[src/rtl/tmr_pkg.sv]
package tmr_pkg;
  localparam int CNT_W  = 16;
  localparam int PSC_W  = 8;
  localparam int DATA_W = 16;
  localparam int ADDR_W = 3;

  typedef enum logic [1:0] {
    OM_OFF  = 2'd0,
    OM_FLIP = 2'd1,
    OM_LOW  = 2'd2,
    OM_HIGH = 2'd3
  } outmode_e;

  localparam logic [ADDR_W-1:0] A_CTRL = 3'd0;
  localparam logic [ADDR_W-1:0] A_LOAD = 3'd1;
  localparam logic [ADDR_W-1:0] A_CMP  = 3'd2;
  localparam logic [ADDR_W-1:0] A_CNT  = 3'd3;
  localparam logic [ADDR_W-1:0] A_STAT = 3'd4;

  typedef struct packed {
    logic [PSC_W-1:0] div;
    logic             tc_ie;
    logic             tg_ie;
    logic             to_ie;
    logic             cmp_mode;
    outmode_e         mode;
    logic             halt;
    logic             run;
  } ctrl_t;

  localparam logic [DATA_W-1:0] CTRL_RST = 16'hFF00;
endpackage

[src/rtl/tmr_prescaler.sv]
module tmr_prescaler #(
  parameter int PSC_W = tmr_pkg::PSC_W
) (
  input  logic             clk,
  input  logic             rst_n,
  input  logic             hold,
  input  logic             run,
  input  logic [PSC_W-1:0] div,
  output logic             tick,
  output logic [PSC_W-1:0] psc_q
);
  logic [PSC_W-1:0] psc_d;

  always_comb begin
    psc_d = psc_q;
    tick  = 1'b0;
    if (!hold) begin
      if (!run) begin
        psc_d = div;
      end else if (psc_q == '0) begin
        psc_d = div;
        tick  = 1'b1;
      end else begin
        psc_d = psc_q - 1'b1;
      end
    end
  end

  always_ff @(posedge clk or negedge rst_n) begin
    if (!rst_n) psc_q <= '1;
    else        psc_q <= psc_d;
  end
endmodule

[src/rtl/tmr_counter.sv]
module tmr_counter #(
  parameter int CNT_W = tmr_pkg::CNT_W
) (
  input  logic             clk,
  input  logic             rst_n,
  input  logic             hold,
  input  logic             run,
  input  logic             tick,
  input  logic [CNT_W-1:0] preload,
  input  logic [CNT_W-1:0] compare,
  output logic [CNT_W-1:0] cnt_q,
  output logic             to_evt,
  output logic             cmp_evt,
  output logic             match
);
  logic [CNT_W-1:0] cnt_d;
  logic [CNT_W-1:0] step_val;
  logic             step;

  always_comb begin
    step     = run && !hold && tick;
    step_val = (cnt_q == '0) ? preload : cnt_q - 1'b1;
    to_evt   = step && (step_val == '0);
    cmp_evt  = step && (step_val == compare);
    match    = run && !hold && (cnt_q == compare);
    cnt_d    = cnt_q;
    if (!hold) begin
      if (!run)      cnt_d = preload;
      else if (step) cnt_d = step_val;
    end
  end

  always_ff @(posedge clk or negedge rst_n) begin
    if (!rst_n) cnt_q <= '0;
    else        cnt_q <= cnt_d;
  end
endmodule

[src/rtl/tmr_outctl.sv]
module tmr_outctl
  import tmr_pkg::*;
(
  input  logic     clk,
  input  logic     rst_n,
  input  outmode_e mode,
  input  logic     cmp_mode,
  input  logic     prog,
  input  outmode_e prog_mode,
  input  logic     to_evt,
  input  logic     cmp_evt,
  output logic     out_q,
  output logic     oe
);
  logic out_d;

  always_comb begin
    out_d = out_q;
    if (prog) begin
      case (prog_mode)
        OM_FLIP, OM_LOW: out_d = 1'b0;
        OM_HIGH:         out_d = 1'b1;
        default:         out_d = out_q;
      endcase
    end else if (cmp_mode) begin
      case (mode)
        OM_FLIP: if (cmp_evt) out_d = !out_q;
        OM_LOW: begin
          if (to_evt)       out_d = 1'b0;
          else if (cmp_evt) out_d = 1'b1;
        end
        OM_HIGH: begin
          if (to_evt)       out_d = 1'b1;
          else if (cmp_evt) out_d = 1'b0;
        end
        default: out_d = out_q;
      endcase
    end else begin
      case (mode)
        OM_FLIP: if (to_evt) out_d = !out_q;
        OM_LOW:  if (to_evt) out_d = 1'b0;
        OM_HIGH: if (to_evt) out_d = 1'b1;
        default: out_d = out_q;
      endcase
    end
    oe = (mode != OM_OFF);
  end

  always_ff @(posedge clk or negedge rst_n) begin
    if (!rst_n) out_q <= 1'b0;
    else        out_q <= out_d;
  end
endmodule

[src/rtl/tmr_status.sv]
module tmr_status #(
  parameter int PSC_W  = tmr_pkg::PSC_W,
  parameter int DATA_W = tmr_pkg::DATA_W
) (
  input  logic              clk,
  input  logic              rst_n,
  input  logic              gate_in,
  input  logic              to_evt,
  input  logic              cmp_evt,
  input  logic              clr_we,
  input  logic [2:0]        clr_mask,
  input  logic [2:0]        ie,
  input  logic              rd_hold,
  input  logic              on,
  input  logic              out_lvl,
  input  logic              match,
  input  logic [PSC_W-1:0]  psc,
  output logic [2:0]        flags_q,
  output logic              irq,
  output logic [DATA_W-1:0] stat_q
);
  localparam logic [DATA_W-1:0] STAT_RST = DATA_W'({PSC_W{1'b1}});

  logic [2:0]        sync_q;
  logic [2:0]        flags_d;
  logic [DATA_W-1:0] stat_d;
  logic [DATA_W-1:0] live;
  logic              tg_evt;

  always_comb begin
    tg_evt  = sync_q[1] && !sync_q[2];
    flags_d = (flags_q & ~(clr_we ? clr_mask : 3'b000)) | {to_evt, tg_evt, cmp_evt};
    irq     = |(flags_q & ie);
    live    = {irq, flags_q, sync_q[1], on, out_lvl, match, psc};
    stat_d  = rd_hold ? stat_q : live;
  end

  always_ff @(posedge clk or negedge rst_n) begin
    if (!rst_n) begin
      sync_q  <= '0;
      flags_q <= '0;
      stat_q  <= STAT_RST;
    end else begin
      sync_q  <= {sync_q[1:0], gate_in};
      flags_q <= flags_d;
      stat_q  <= stat_d;
    end
  end
endmodule

[src/rtl/cmp_timer.sv]
module cmp_timer
  import tmr_pkg::*;
(
  input  logic              clk,
  input  logic              rst_n,
  input  logic              reg_wr,
  input  logic              reg_rd,
  input  logic [ADDR_W-1:0] reg_addr,
  input  logic [DATA_W-1:0] reg_wdata,
  output logic [DATA_W-1:0] reg_rdata,
  input  logic              gate_in,
  output logic              tmr_out,
  output logic              tmr_oe,
  output logic              irq
);
  ctrl_t             ctrl_q, ctrl_d, ctrl_w;
  logic [CNT_W-1:0]  load_q, load_d;
  logic [CNT_W-1:0]  cmp_q, cmp_d;
  logic [CNT_W-1:0]  cnt;
  logic [PSC_W-1:0]  psc;
  logic [2:0]        flags;
  logic [DATA_W-1:0] stat;
  logic              tick, to_evt, cmp_evt, match, on;
  logic              wr_ctrl, clr_we, prog, rd_hold;

  always_comb begin
    ctrl_w  = ctrl_t'(reg_wdata);
    wr_ctrl = reg_wr && (reg_addr == A_CTRL);
    prog    = wr_ctrl && !ctrl_w.run && (ctrl_w.mode != OM_OFF);
    clr_we  = reg_wr && (reg_addr == A_STAT) && !ctrl_q.halt;
    rd_hold = reg_rd && (reg_addr == A_STAT);
    on      = ctrl_q.run && !ctrl_q.halt;
    ctrl_d  = wr_ctrl ? ctrl_w : ctrl_q;
    load_d  = (reg_wr && reg_addr == A_LOAD) ? reg_wdata[CNT_W-1:0] : load_q;
    cmp_d   = (reg_wr && reg_addr == A_CMP)  ? reg_wdata[CNT_W-1:0] : cmp_q;
  end

  always_ff @(posedge clk or negedge rst_n) begin
    if (!rst_n) begin
      ctrl_q <= ctrl_t'(CTRL_RST);
      load_q <= '0;
      cmp_q  <= '0;
    end else begin
      ctrl_q <= ctrl_d;
      load_q <= load_d;
      cmp_q  <= cmp_d;
    end
  end

  tmr_prescaler #(.PSC_W(PSC_W)) u_psc (
    .clk(clk), .rst_n(rst_n), .hold(ctrl_q.halt), .run(ctrl_q.run),
    .div(ctrl_q.div), .tick(tick), .psc_q(psc)
  );

  tmr_counter #(.CNT_W(CNT_W)) u_cnt (
    .clk(clk), .rst_n(rst_n), .hold(ctrl_q.halt), .run(ctrl_q.run),
    .tick(tick), .preload(load_q), .compare(cmp_q), .cnt_q(cnt),
    .to_evt(to_evt), .cmp_evt(cmp_evt), .match(match)
  );

  tmr_outctl u_out (
    .clk(clk), .rst_n(rst_n), .mode(ctrl_q.mode), .cmp_mode(ctrl_q.cmp_mode),
    .prog(prog), .prog_mode(ctrl_w.mode), .to_evt(to_evt), .cmp_evt(cmp_evt),
    .out_q(tmr_out), .oe(tmr_oe)
  );

  tmr_status #(.PSC_W(PSC_W), .DATA_W(DATA_W)) u_stat (
    .clk(clk), .rst_n(rst_n), .gate_in(gate_in), .to_evt(to_evt),
    .cmp_evt(cmp_evt), .clr_we(clr_we), .clr_mask(reg_wdata[14:12]),
    .ie({ctrl_q.to_ie, ctrl_q.tg_ie, ctrl_q.tc_ie}), .rd_hold(rd_hold),
    .on(on), .out_lvl(tmr_out), .match(match), .psc(psc),
    .flags_q(flags), .irq(irq), .stat_q(stat)
  );

  always_comb begin
    case (reg_addr)
      A_CTRL:  reg_rdata = DATA_W'(ctrl_q);
      A_LOAD:  reg_rdata = DATA_W'(load_q);
      A_CMP:   reg_rdata = DATA_W'(cmp_q);
      A_CNT:   reg_rdata = DATA_W'(cnt);
      A_STAT:  reg_rdata = stat;
      default: reg_rdata = '0;
    endcase
  end
endmodule

[config.mk]
export PLATFORM = sky130hd
export DESIGN_NAME = cmp_timer
export DESIGN_NICKNAME = d
export VERILOG_FILES = /design/src/rtl/tmr_pkg.sv /design/src/rtl/tmr_prescaler.sv /design/src/rtl/tmr_counter.sv /design/src/rtl/tmr_outctl.sv /design/src/rtl/tmr_status.sv /design/src/rtl/cmp_timer.sv
export SDC_FILE = /design/constraint.sdc
export NUM_CORES = 1
export LEC_CHECK = 0
export BUFFER_PORTS_ARGS = -buffer_cell sky130_fd_sc_hd__buf_2
export CAP_MARGIN = 15
export CORE_AREA = 2 2 121 123
export DETAILED_ROUTE_END_ITERATION = 8
export DIE_AREA = 0 0 123 125
export PLACE_DENSITY = 0.62
export SLEW_MARGIN = 20
export SYNTH_ARGS = -nofsm -noshare
export SYNTH_HDL_FRONTEND = slang
export SYNTH_SLANG_ARGS = --single-unit
[constraint.sdc]
create_clock -name clk -period 8.1 [get_ports clk]
set_clock_uncertainty 0.15 [all_clocks]
set_input_delay 2.43 -clock clk [delete_from_list [all_inputs] [get_ports clk]]
set_output_delay 2.43 -clock clk [all_outputs]
set_load 0.01 [all_outputs]
==> results of run 1 <==
placed cells by master, fill, tap and decap left out, drive strengths merged, types with 4 or more instances in the layout:
master / count
buf: 51
a31oi: 4
dfstp: 24
inv: 29
mux2: 42
and3: 5
a21o: 4
a21oi: 32
a211oi: 6
or4: 4
ha: 4
o22ai: 23
clkbuf: 9
nand2: 108
xnor2: 15
nand4: 16
nor2: 54
nand3: 17
o21ai: 52
xor2: 12
mux2i: 9
o211ai: 4
nor3: 21
dfrtp: 71
o31ai: 4
or2: 6
nor4: 16
nand2b: 6
a22oi: 29
final timing paths:
path,slack (ns),endpoint,from,cells after the start
setup / recovery,1.39,reg_rdata[14],reg_addr[0],6
hold / removal,0.22,u_stat.sync_q[1]$_DFF_PN0_,u_stat.sync_q[0]$_DFF_PN0_,0
setup reg to reg,3.24,u_out.out_q$_DFFE_PN0P_,u_cnt.cnt_q[0]$_DFFE_PN0P_,11
hold reg to reg,0.22,u_stat.sync_q[1]$_DFF_PN0_,u_stat.sync_q[0]$_DFF_PN0_,0
max in group asynchronous,4.75,cmp_q[9]$_DFFE_PN0P_,rst_n,2
min in group asynchronous,1.82,u_cnt.cnt_q[4]$_DFFE_PN0P_,rst_n,1
cell families after synthesis:
group	after synthesis
AND/OR/NAND/NOR	267
AO/OA/AOI/OAI	190
flip-flops	95
buffers and inverters	82
multiplexers	52
XOR/XNOR	27
adder cells (fa/ha/maj)	4
state kept, by name, indices dropped and copies added (netlist names):
name            count
u_stat.flags_q      3
load_q             16
cmp_q              16
u_cnt.cnt_q        16
ctrl_q             16
u_out.out_q         1
u_psc.psc_q         8
u_stat.sync_q       3
u_stat.stat_q      16
routing by layer:
metal	up-vias	share of wire [%]
met3	52	7.7
met2	294	47
met1	2737	42
met4	0	4.0
met5	-	0
li1	2615	-
stage by stage:
stage	hold slack, ns	worst slack [ns]	cell area [µm²]	std cells
after global placement	0.194	1.52	6470	896
after CTS	0.230	1.43	6780	912
after detailed placement	0.204	1.45	6470	896
after floorplan	0.181	1.85	6200	717
final	0.223	1.39	6780	912
after global routing	0.232	1.28	6780	912
power breakdown:
part	switching, W	total, W	internal (W)
Sequential	0.000288	0.000936	0.000648
Clock	0.000207	0.000453	0.000247
Combinational	0.000566	0.000953	0.000387
Total	0.00106	0.00234	0.00128
cell type report:
| class | instances | share of cell area [%] |
|---|---|---|
| clock buffer | 9 | 3.32 |
| timing repair buffer | 51 | 4.13 |
| inverter | 26 | 1.44 |
| multi-input combinational | 540 | 50.9 |
| clock inverter | 7 | 1.29 |
| tap | 184 | 3.40 |
| sequential | 95 | 35.5 |
critical path, cell delays in order:
cell	delay [ns]
buf_2	0.43
nor2b_1	0.54
buf_4	0.27
a22oi_1	0.09
o22ai_1	0.20
buf_2	0.17
==> summary.txt, run 1 <==
Detailed routing
  • Initial DRC Count: 595
  • Avg WL per Cell: 23.5 µm
  • Final ANT Viol Nets: 0
  • Drt drc: 0
  • Total Wirelength: 21.4 mm
  • DR vias: 5,698
  • DR pass1 iterations: 5
  • Vias per inst: 6.25

Synth
  • Register area share after synthesis: 38.9%
  • Main combinational cell family by area after synthesis: simple AND/OR/NAND/NOR gates
  • Synth top cells by count: nand2_1, dfrtp_1, nor2_1
  • Count of cell types in the netlist: 73
  • Synth Flop Type: dfrtp_1
  • Cell taking the most area after synthesis: dfrtp_1
  • Adder-cell area share of the yosys netlist: 0.808%
  • Count leader, synth: nand2_1
  • XOR/XNOR share of the synthesized area: 3.82%
  • Syn Area/Cell: 8.64 µm²
  • Largest cells by area after synthesis: dfrtp_1, dfstp_2, mux2_2
  • Synth Warn #: 0
  • Multiplexer area fraction after synthesis: 9.45%
  • Yosys reg bits: 95
  • Number of enable flip-flop cells after synthesis: 0
  • Post-Synthesis Cell Area: 6200 µm²
  • Compound-Gate Fraction of Synth Area: 20.4%
  • Syn_nets: 745
  • Top cell type's share of synthesized area: 28.7%
  • Simple-gate share of the synthesized area: 21.0%
  • Async SR Flop Fraction: 100%
  • Syn Inst Count: 717

Clock network
  • CTS tree: yes
  • Post-CTS sizing: 0
  • Worst-skew pair later-pin latency: 0.36 ns
  • Clock Pin Slew Worst Setup and Hold Paths: 0.08 ns
  • Clock Sink Count: 95
  • Setup repair bufs after CTS: 0
  • Max Root-Sink Buffers: 2
  • H-tree lvl count: 3
  • TritonCTS buffer count: 9
  • CTS root buffer: clkbuf_16
  • Hold_buf cts: 0

STA
  • Setup_tns: 0 ns
  • Fin crit period: 6.71 ns
  • Unrepaired setup endpoints after global routing: false
  • Max-slew violations: 0
  • Worst-Margin Slew: 1.17 ns
  • Setup violators final: 0
  • Max transition margin: 19.7%
  • Final period utilization: 82.9%
  • Fin. Hold Viols: 0
  • Fmax achieved: 149 MHz

Global routing
  • Initial antenna violation count: 0
  • Met2 usage: 44.5%
  • GR Util met1: 40.2%
  • Largest net degree at the start of global routing: 72
  • Grt ovf: 0
  • First-pass GRT wire length: 33.5 mm
  • Vias in the first global route: 5,545
  • Global-route layer with the greatest usage: met2
  • Gr usage total: 29.1%
  • GR Layer Usage met3: 5.02%

Worst setup path
  • CP required: 5.52 ns
  • Worst EP arrival: 4.13 ns
  • Setup CP Type: input pin to output port
  • Startpoint Class: input pin
  • Crit Path Max Fanout: 29
  • Worst setup EP type: output port

Cells and area
  • Share of layout cells above drive strength 1: 21.0%
  • Layout filler cell count: 1,376
  • Diode count: 0
  • Area grow syn2layout: 9.43%
  • Layout Utilization: 47.7%
  • Multi-input logic area: 3450 µm²
  • # nets final: 751
  • Sequential cell area: 2410 µm²

Place
  • GPL Wtd Cong: 0.984
  • Dpl hpwl: 16.1 mm
  • Port bufs: 42

Floorplan
  • Die span in y: 125 µm
  • I/O Pins: 43
  • # rows: 44
  • Die width: 123 µm
  • Core area: 14,200 µm²
  • Die ar.: 15,400 µm²
  • Initial Util: 43.6%

Run status
  • Outcome: finished clean

Power and ir drop
  • Worst vdd ir: 0.193 mV
  • Power, Total: 0.00234 W
  • Leakage: 2.74 nW
  • PwrDens: 346 nW/µm²

Job
  • Max-cap viol count: 0

Min path
  • Worst Hold Class: flip-flop to flip-flop
No activity file was read; power rests on OpenSTA's default activity.
==> run 2, diff against run 1 <==
clock period = 6.78 ns   (was 8.1 ns; I/O delays follow)
==> summary.txt, run 2 (same netlist as run 1, synthesis figures left out) <==
Clock network
  • Hold_buf cts: 0 (unchanged)
  • TritonCTS buffer count: 9 (unchanged)
  • Clock Sink Count: 95 (unchanged)
  • Worst-skew pair later-pin latency: 0.37 ns (was 0.36 ns)
  • H-tree lvl count: 3 (unchanged)
  • CTS tree: yes (unchanged)
  • Setup repair bufs after CTS: 0 (unchanged)
  • Clock Pin Slew Worst Setup and Hold Paths: 0.07 ns (was 0.08 ns)
  • Post-CTS sizing: 0 (unchanged)
  • CTS root buffer: clkbuf_16 (unchanged)
  • Max Root-Sink Buffers: 2 (unchanged)

STA
  • Fmax achieved: 170 MHz
  • Fin. Hold Viols: 0 (unchanged)
  • Max transition margin: 29.5% (was 19.7%)
  • Fin crit period: 5.89 ns
  • Setup_tns: 0 ns (unchanged)
  • Max-slew violations: 0 (unchanged)
  • Setup violators final: 0 (unchanged)
  • Worst-Margin Slew: 1.05 ns (was 1.17 ns)
  • Final period utilization: 86.9%
  • Unrepaired setup endpoints after global routing: false (unchanged)

Cells and area
  • # nets final: 752 (was 751)
  • Area grow syn2layout: 9.55% (was 9.43%)
  • Sequential cell area: 2410 µm² (unchanged)
  • Commonest non-fill, non-tap cells in the layout: nand2_1, dfrtp_1, nor2_1 (unchanged)
  • Layout filler cell count: 1,408 (was 1,376)
  • Multi-input logic area: 3450 µm² (unchanged)
  • Share of layout cells above drive strength 1: 21.1% (was 21.0%)
  • Commonest non-fill, non-tap cell in the layout: nand2_1 (unchanged)
  • Diode count: 0 (unchanged)

Worst setup path
  • CP required: 4.60 ns (was 5.52 ns)
  • Levels on crit path: 6 (unchanged)
  • Setup CP Type: input pin to output port (unchanged)
  • Slowest stage delay, CP: 0.45 ns (was 0.54 ns)
  • Worst Path Buf+Inv: 3 (unchanged)
  • Crit Path Max Fanout: 29 (unchanged)
  • CP top delay family: buffers and inverters (unchanged)
  • Slowest CP cell: buf_2 (was nor2b_1)
  • CP cell instances: buf_2 -> nor2b_1 -> buf_4 -> a22oi_1 -> o22ai_1 -> buf_2 (unchanged)
  • CP dominant cell by count: buf_2 (unchanged)
  • Worst setup EP type: output port (unchanged)
  • R2R depth: 10 (was 11)
  • Worst EP arrival: 3.71 ns (was 4.13 ns)
  • Startpoint Class: input pin (unchanged)

Run status
  • Outcome: finished clean (unchanged)

Detailed routing
  • DR vias: 5,847 (was 5,698)
  • Initial DRC Count: 599 (was 595)
  • Vias per inst: 6.40 (was 6.25)
  • Final ANT Viol Nets: 0 (unchanged)
  • DR pass1 iterations: 6 (was 5)
  • Total Wirelength: 21.6 mm (was 21.4 mm)
  • Avg WL per Cell: 23.7 µm (was 23.5 µm)
  • Drt drc: 0 (unchanged)

Global routing
  • Gr usage total: 29.6% (was 29.1%)
  • Vias in the first global route: 5,684 (was 5,545)
  • Initial antenna violation count: 0 (unchanged)
  • Largest net degree at the start of global routing: 56 (was 72)
  • First-pass GRT wire length: 34.1 mm (was 33.5 mm)
  • Grt ovf: 0 (unchanged)

Min path
  • Worst hold path depth: 0 (unchanged)
  • Worst Hold Class: flip-flop to flip-flop (unchanged)

Power and ir drop
  • Power, Total: 0.00282 W (was 0.00234 W)
  • PwrDens: 415 nW/µm² (was 346 nW/µm²)
  • Leakage: 2.74 nW (about the same)
  • Worst vdd ir: 0.210 mV (was 0.193 mV)

Floorplan
  • Die ar.: 15,400 µm² (unchanged)
  • Initial Util: 43.6% (unchanged)
  • Die span in y: 125 µm (unchanged)
  • Die width: 123 µm (unchanged)
  • Core area: 14,200 µm² (unchanged)
  • # rows: 44 (unchanged)
  • I/O Pins: 43 (unchanged)

Job
  • Max-cap viol count: 0 (unchanged)

Place
  • GPL Wtd Cong: 0.982 (was 0.984)
  • Port bufs: 42 (unchanged)
  • Dpl hpwl: 15.9 mm (was 16.1 mm)
## run 2: layer usage
metal  wire length [µm]  global-route usage, %
met5                  0                      0
met4                942                   14.6
met3               1630                   4.70
met2               9930                   44.4
met1               9090                   41.4
## run 2: final cells by class
class,count,area share [%]
Inverter,26,1.44
Timing Repair Buffer,52,4.24
Sequential cell,95,35.5
Multi-Input combinational cell,540,50.9
Clock buffer,9,3.32
Clock inverter,7,1.29
Tap cell,184,3.39
## run 2: worst paths after layout
check,from,end,slack (ns)
worst max register to register,u_cnt.cnt_q[0]$_DFFE_PN0P_,u_out.out_q$_DFFE_PN0P_,2.26
max in group asynchronous,rst_n,load_q[10]$_DFFE_PN0P_,3.82
worst max-delay path,reg_addr[0],reg_rdata[4],0.89
worst min-delay path,u_stat.sync_q[0]$_DFF_PN0_,u_stat.sync_q[1]$_DFF_PN0_,0.22
min in group asynchronous,rst_n,u_cnt.cnt_q[12]$_DFFE_PN0P_,1.51
worst min register to register,u_stat.sync_q[0]$_DFF_PN0_,u_stat.sync_q[1]$_DFF_PN0_,0.22
## run 2: power by group
| part | switching, W | internal (W) |
|---|---|---|
| registers | 0.000369 | 0.000775 |
| logic | 0.000663 | 0.000459 |
| clock network | 0.000254 | 0.000295 |
| total | 0.00129 | 0.00153 |
## run 2: per-stage QoR
step	area, µm²	setup slack, ns	std cells	util (%)	hold slack (ns)
finish	6790	0.889	913	47.8	0.217
floorplan	6200	1.32	717	-	0.181
detailed placement	6470	0.920	897	45.6	0.192
global placement	6470	0.957	897	45.6	0.194
CTS	6790	0.916	913	47.8	0.218
global route	6790	0.802	913	47.8	0.226
